==> config.mk <==
export PLATFORM = sky130hd
export DESIGN_NAME = irq_combiner
export DESIGN_NICKNAME = d
export VERILOG_FILES = /design/src/rtl/irq_pkg.sv /design/src/rtl/irq_cfg_regs.sv /design/src/rtl/irq_line_cell.sv /design/src/rtl/irq_lowest_enc.sv /design/src/rtl/irq_combiner.sv
export SDC_FILE = /design/constraint.sdc
export NUM_CORES = 1
export LEC_CHECK = 0
export ABC_AREA = 1
export BUFFER_PORTS_ARGS = -buffer_cell sky130_fd_sc_hd__buf_2
export CAP_MARGIN = 20
export CORE_ASPECT_RATIO = 0.8
export CORE_MARGIN = 1
export CORE_UTILIZATION = 45
export CTS_BUF_LIST = sky130_fd_sc_hd__clkbuf_8
export DETAILED_ROUTE_END_ITERATION = 12
export PLACE_DENSITY = 0.66
export SLEW_MARGIN = 5
export SYNTH_ARGS = -nofsm -noshare
export SYNTH_HDL_FRONTEND = slang
export SYNTH_SLANG_ARGS = --single-unit
==> constraint.sdc <==
create_clock -name clk -period 3.9 [get_ports clk]
set_clock_uncertainty 0.05 [all_clocks]
set_input_delay 0.39 -clock clk [delete_from_list [all_inputs] [get_ports clk]]
set_output_delay 0.39 -clock clk [all_outputs]
set_load 0.1 [all_outputs]
==> src/rtl/irq_pkg.sv <==
package irq_pkg;

  // Register select codes; decoded by the config block and the read mux.
  typedef enum logic [1:0] {
    SEL_MODE = 2'd0,
    SEL_POL  = 2'd1,
    SEL_MASK = 2'd2,
    SEL_PEND = 2'd3
  } reg_sel_e;

endpackage

==> src/rtl/irq_cfg_regs.sv <==
module irq_cfg_regs
  import irq_pkg::*;
#(
  parameter int unsigned NUM_LINES = 12
) (
  input  logic                 clk,
  input  logic                 rst_n,
  input  logic                 wr_en,
  input  logic [1:0]           wr_sel,
  input  logic [NUM_LINES-1:0] wr_data,
  output logic [NUM_LINES-1:0] mode_q,
  output logic [NUM_LINES-1:0] pol_q,
  output logic [NUM_LINES-1:0] mask_q
);

  logic [NUM_LINES-1:0] mode_d, pol_d, mask_d;
  logic                 mode_en, pol_en, mask_en;

  always_comb begin
    mode_en = 1'b0;
    pol_en  = 1'b0;
    mask_en = 1'b0;
    if (wr_en) begin
      case (reg_sel_e'(wr_sel))
        SEL_MODE: mode_en = 1'b1;
        SEL_POL:  pol_en  = 1'b1;
        SEL_MASK: mask_en = 1'b1;
        default:  ;
      endcase
    end
    mode_d = mode_en ? wr_data : mode_q;
    pol_d  = pol_en  ? wr_data : pol_q;
    mask_d = mask_en ? wr_data : mask_q;
  end

  always_ff @(posedge clk or negedge rst_n) begin
    if (!rst_n) begin
      mode_q <= '0;
      pol_q  <= '1;
      mask_q <= '1;
    end else begin
      mode_q <= mode_d;
      pol_q  <= pol_d;
      mask_q <= mask_d;
    end
  end


  cfg_write_chk: assert property (@(posedge clk) disable iff (!rst_n)
    (wr_en && reg_sel_e'(wr_sel) == SEL_MASK) |=> (mask_q == $past(wr_data)));

endmodule

==> src/rtl/irq_line_cell.sv <==
module irq_line_cell (
  input  logic clk,
  input  logic rst_n,
  input  logic line_in,
  input  logic edge_mode,
  input  logic pol,
  input  logic clr,
  output logic pend_q
);

  logic prev_q;
  logic active, edge_hit, evt, pend_d;

  always_comb begin
    active   = pol ? line_in : ~line_in;
    edge_hit = pol ? (line_in & ~prev_q) : (~line_in & prev_q);
    evt      = edge_mode ? edge_hit : active;
    // a fresh event outranks a clear in the same cycle
    pend_d   = evt | (pend_q & ~clr);
  end

  always_ff @(posedge clk or negedge rst_n) begin
    if (!rst_n) begin
      prev_q <= 1'b0;
      pend_q <= 1'b0;
    end else begin
      prev_q <= line_in;
      pend_q <= pend_d;
    end
  end


  level_hold_chk: assert property (@(posedge clk) disable iff (!rst_n)
    (!edge_mode && active && clr) |=> pend_q);


  edge_beats_clr_chk: assert property (@(posedge clk) disable iff (!rst_n)
    (edge_mode && edge_hit && clr) |=> pend_q);


  clear_takes_chk: assert property (@(posedge clk) disable iff (!rst_n)
    (pend_q && clr && edge_mode && !edge_hit) |=> !pend_q);


  no_spurious_chk: assert property (@(posedge clk) disable iff (!rst_n)
    (!pend_q && edge_mode && !edge_hit) |=> !pend_q);

endmodule

==> src/rtl/irq_lowest_enc.sv <==
module irq_lowest_enc #(
  parameter int unsigned NUM_LINES = 12,
  localparam int unsigned IDX_W    = (NUM_LINES > 1) ? $clog2(NUM_LINES) : 1
) (
  input  logic [NUM_LINES-1:0] req,
  output logic [IDX_W-1:0]     idx,
  output logic                 any
);

  always_comb begin
    idx = '0;
    any = 1'b0;
    for (int i = NUM_LINES - 1; i >= 0; i--) begin
      if (req[i]) begin
        idx = IDX_W'(i);
        any = 1'b1;
      end
    end
  end

endmodule

==> src/rtl/irq_combiner.sv <==
module irq_combiner
  import irq_pkg::*;
#(
  parameter int unsigned NUM_LINES = 12,
  localparam int unsigned IDX_W    = (NUM_LINES > 1) ? $clog2(NUM_LINES) : 1
) (
  input  logic                 clk,
  input  logic                 rst_n,
  input  logic [NUM_LINES-1:0] irq_lines,
  input  logic                 reg_wr_en,
  input  logic [1:0]           reg_addr,
  input  logic [NUM_LINES-1:0] reg_wr_data,
  output logic [NUM_LINES-1:0] reg_rd_data,
  output logic                 cpu_irq,
  output logic [IDX_W-1:0]     irq_lowest
);

  // reset: asserted asynchronously, released on a clock edge
  logic rst_meta_q, rst_sync_q;

  always_ff @(posedge clk or negedge rst_n) begin
    if (!rst_n) begin
      rst_meta_q <= 1'b0;
      rst_sync_q <= 1'b0;
    end else begin
      rst_meta_q <= 1'b1;
      rst_sync_q <= rst_meta_q;
    end
  end

  logic [NUM_LINES-1:0] mode_q, pol_q, mask_q, pend_vec, clr_vec, live_vec;
  logic                 enc_any;

  irq_cfg_regs #(.NUM_LINES(NUM_LINES)) u_cfg (
    .clk     (clk),
    .rst_n   (rst_sync_q),
    .wr_en   (reg_wr_en),
    .wr_sel  (reg_addr),
    .wr_data (reg_wr_data),
    .mode_q  (mode_q),
    .pol_q   (pol_q),
    .mask_q  (mask_q)
  );

  always_comb begin
    clr_vec = (reg_wr_en && reg_sel_e'(reg_addr) == SEL_PEND) ? reg_wr_data : '0;
  end

  for (genvar g = 0; g < NUM_LINES; g++) begin : g_line
    irq_line_cell u_cell (
      .clk       (clk),
      .rst_n     (rst_sync_q),
      .line_in   (irq_lines[g]),
      .edge_mode (mode_q[g]),
      .pol       (pol_q[g]),
      .clr       (clr_vec[g]),
      .pend_q    (pend_vec[g])
    );
  end

  always_comb begin
    live_vec = pend_vec & ~mask_q;
  end

  irq_lowest_enc #(.NUM_LINES(NUM_LINES)) u_enc (
    .req (live_vec),
    .idx (irq_lowest),
    .any (enc_any)
  );

  always_comb begin
    cpu_irq = enc_any;
    case (reg_sel_e'(reg_addr))
      SEL_MODE: reg_rd_data = mode_q;
      SEL_POL:  reg_rd_data = pol_q;
      SEL_MASK: reg_rd_data = mask_q;
      default:  reg_rd_data = pend_vec;
    endcase
  end


  all_masked_chk: assert property (@(posedge clk) disable iff (!rst_sync_q)
    (&mask_q) |-> !cpu_irq);


  lowest_hit_chk: assert property (@(posedge clk) disable iff (!rst_sync_q)
    cpu_irq |-> live_vec[irq_lowest]);


  lowest_first_chk: assert property (@(posedge clk) disable iff (!rst_sync_q)
    cpu_irq |-> ((pend_vec & ~mask_q & ((NUM_LINES'(1) << irq_lowest) - NUM_LINES'(1))) == '0));


  idle_index_chk: assert property (@(posedge clk) disable iff (!rst_sync_q)
    !cpu_irq |-> (irq_lowest == '0));

endmodule

==> impl_metrics.ini <==
[placed_design]
dp_cells = 458
port-buffer-count = 45
post_dp_cell_area_um2 = 3160
hpwl_um = 4480
place_congestion = 0.774

[route]
postRouteAntennaNets = 0
routed_wl_um = 6660
wl_per_cell_um = 14.0
vias = 2411
drc = 0
firstDrtPassIters = 4
drt_iter0_markers = 132
viasPerCell = 5.08

[yosys]
synth_seq_area_share_pct = 55.3
synth_nets = 368
synthCells = 339
synthFlopType = dfrtp_1
async_flop_share_pct = 100
synth_edf_count = 0
ys_ff_latch = 62
syn_avg_cell_area_um2 = 8.43
synth_cell_types = 21
syn_area_um2 = 2860
ys_warn_count = 0

[layout]
fin_cells = 475
fin_area_um2 = 3380
ff_latch_area_um2 = 1580
multi_input_comb_area_um2 = 1070
final_nets = 418
area_delta_synth_final_pct = 18.1
drive_above_1_share_pct = 24.4
fillerInstances = 596
n_antenna_cell = 0
fin_util_pct = 56.2

[min_path]
min_path_cells = 1
hold_path_class = in2reg

[die]
dieArea_um2 = 6670
fp.dieH_um = 73.3
initial_core_util_pct = 47.6
core_um2 = 6010
row_count = 25
die_w_um = 91.1
io_pins = 46

[grt]
grt_pass1_wl_um = 10800
antenna_found_initial = 0
grt_pass1_vias = 2181
grt_max_degree = 43
overflow = 0
grt_usage_pct = 21.9

[sta]
post-route-min-period_ns = 2.49
relSlewSlack_pct = 38.8
fin_tns_setup_ns = 0
finalSetupViolations = 0
finalCritPeriodShare_pct = 63.9
fmax_mhz = 401
drv_slew = 0
hold_viol = 0
tightest_slew_ns = 0.918
rsz0062_at_grt = no

[power_and_ir_drop]
peakVddDrop_v = 0.000279
netSwitchingFraction_pct = 36.6
leakagePower_nw = 1.57
power.switching_w = 0.000679
combPwrFrac_pct = 24.1
intPower_w = 0.00118
p_clk_share_pct = 31.3
p_per_area_nw_per_um2 = 550
seqPwrFrac_pct = 44.6

[worst_setup_path]
critical_path_class = reg2out
worst_setup_path_start_kind = register
required_ns = 3.46
worstPathMaxFanout = 2
end_kind = output pin
reg2regPathDepth = 1
worstPathArrival_ns = 2.05

[clock_tree]
hold_buffers = 1
clock_path_buffers = 2
clk_latency_ns = 0.35
cts_sinks = 62
cts_tree = built
cts_resized = 0
cts.clk_slew.worst_paths_ns = 0.07
postCtsSetupBuffers = 0
cts_buffers = 9
root_buffer = clkbuf_8
htree_levels = 3

[flow_run]
drv_cap = 0

[status]
status = completed
[metal layers]
layer | GRT usage (%) | up-vias | wire length [µm]
met2 | 32.3 | 65 | 2890
met3 | 7.56 | 8 | 361
met1 | 30.6 | 1115 | 3340
met4 | 6.88 | 0 | 68
li1 | - | 1223 | -
met5 | 0 | - | 0
[cells in the mapped netlist, types with 4 or more instances]
cell | n | area [µm²]
nor2_1 | 22 | 82.6
o311ai_1 | 12 | 105
o2111ai_1 | 11 | 96.3
nand2_1 | 109 | 409
inv_2 | 4 | 15.0
o21ai_1 | 46 | 230
inv_1 | 37 | 139
dfrtp_1 | 38 | 951
nand3_1 | 13 | 65.1
o21ai_0 | 5 | 25.0
buf_2 | 9 | 45.0
dfstp_2 | 24 | 631
[path summary, 6_finish.rpt]
kind / start / to / slack (ns)
max in group asynchronous: rst_sync_q / u_cfg.pol_q[11] / 2.58
max reg2reg: rst_sync_q / u_cfg.pol_q[11] / 2.58
min: irq_lines[8] / g_line[8].u_cell.prev_q / 0.12
max: u_cfg.mask_q[10] / irq_lowest[0] / 1.41
min reg2reg: rst_meta_q / rst_sync_q / 0.31
min in group asynchronous: rst_n / rst_sync_q / 0.29
[registers in the layout (all words and copies together) (netlist names)]
| name | flops |
|---|---|
| g_line.u_cell.pend_q | 12 |
| g_line.u_cell.prev_q | 12 |
| rst_sync_q | 1 |
| u_cfg.mask_q | 12 |
| u_cfg.pol_q | 12 |
| u_cfg.mode_q | 12 |
| rst_meta_q | 1 |
[final cells by class]
type | instances | share of cell area [%]
Multi-Input combinational cell | 226 | 31.8
Tap cell | 81 | 3.00
Clock inverter | 6 | 2.08
Timing Repair Buffer | 49 | 7.64
Sequential cell | 62 | 46.9
Inverter | 41 | 4.56
Clock buffer | 10 | 4.08
[power by group through the flow]
stage | logic [W] | registers (W) | clock network (W)
after floorplan | 0.000367 | 0.000819 | 0
after global placement | 0.000441 | 0.000835 | 0
after detailed placement | 0.000448 | 0.000837 | 0
after CTS | 0.000449 | 0.000827 | 0.000598
after global routing | 0.000486 | 0.000842 | 0.000626
final | 0.000447 | 0.000828 | 0.000581
[critical path, cell delays in order (launching register included)]
cell	delay, ns
dfstp_2	0.54
inv_1	0.05
nand2_1	0.07
nand2_1	0.05
nand2_1	0.05
nand2_1	0.05
nand2_1	0.05
nand2_1	0.05
nand2_1	0.05
nand2_1	0.04
nand2_1	0.05
nand2_1	0.06
a21oi_1	0.15
buf_2	0.45
[layout by cell type, fill, tap and decap left out]
cell             n
o21ai_1         46
a221oi_1         1
nor3_1           1
dfstp_2         24
bufinv_16        1
buf_2           45
inv_1           37
nand2_1        109
nor4_2           1
o2111ai_1       11
dlygate4sd3_1    1
nand2_2          1
o21ai_0          5
inv_6            1
o311ai_1        12
clkinvlp_4       3
buf_4            3
nor2_4           1
clkbuf_8        10
nor2_1          22
clkinv_4         1
a31oi_1          1
dfrtp_2          1
dfrtp_1         37
a21oi_1          1
nand3_1         13
conb_1           1
inv_2            4
[cells by family after synthesis]
kind of cell / after synthesis / synth area share, %
AO/OA/AOI/OAI: 77 / 16.7
buffers and inverters: 51 / 7.36
flip-flops: 62 / 55.3
other: 1 / 0.131
AND/OR/NAND/NOR: 148 / 20.5
[per-stage QoR]
stage	power, W	hold WS [ns]	worst slack, ns
6_report	0.00186	0.121	1.41
2_1_floorplan	0.00119	0.0444	0.879
3_3_place_gp	0.00128	0.126	1.80
3_5_place_dp	0.00128	0.127	1.79
4_1_cts	0.00188	0.107	1.40
5_1_grt	0.00195	0.0970	1.27
Note: power is estimated with default switching activity, not from simulation.
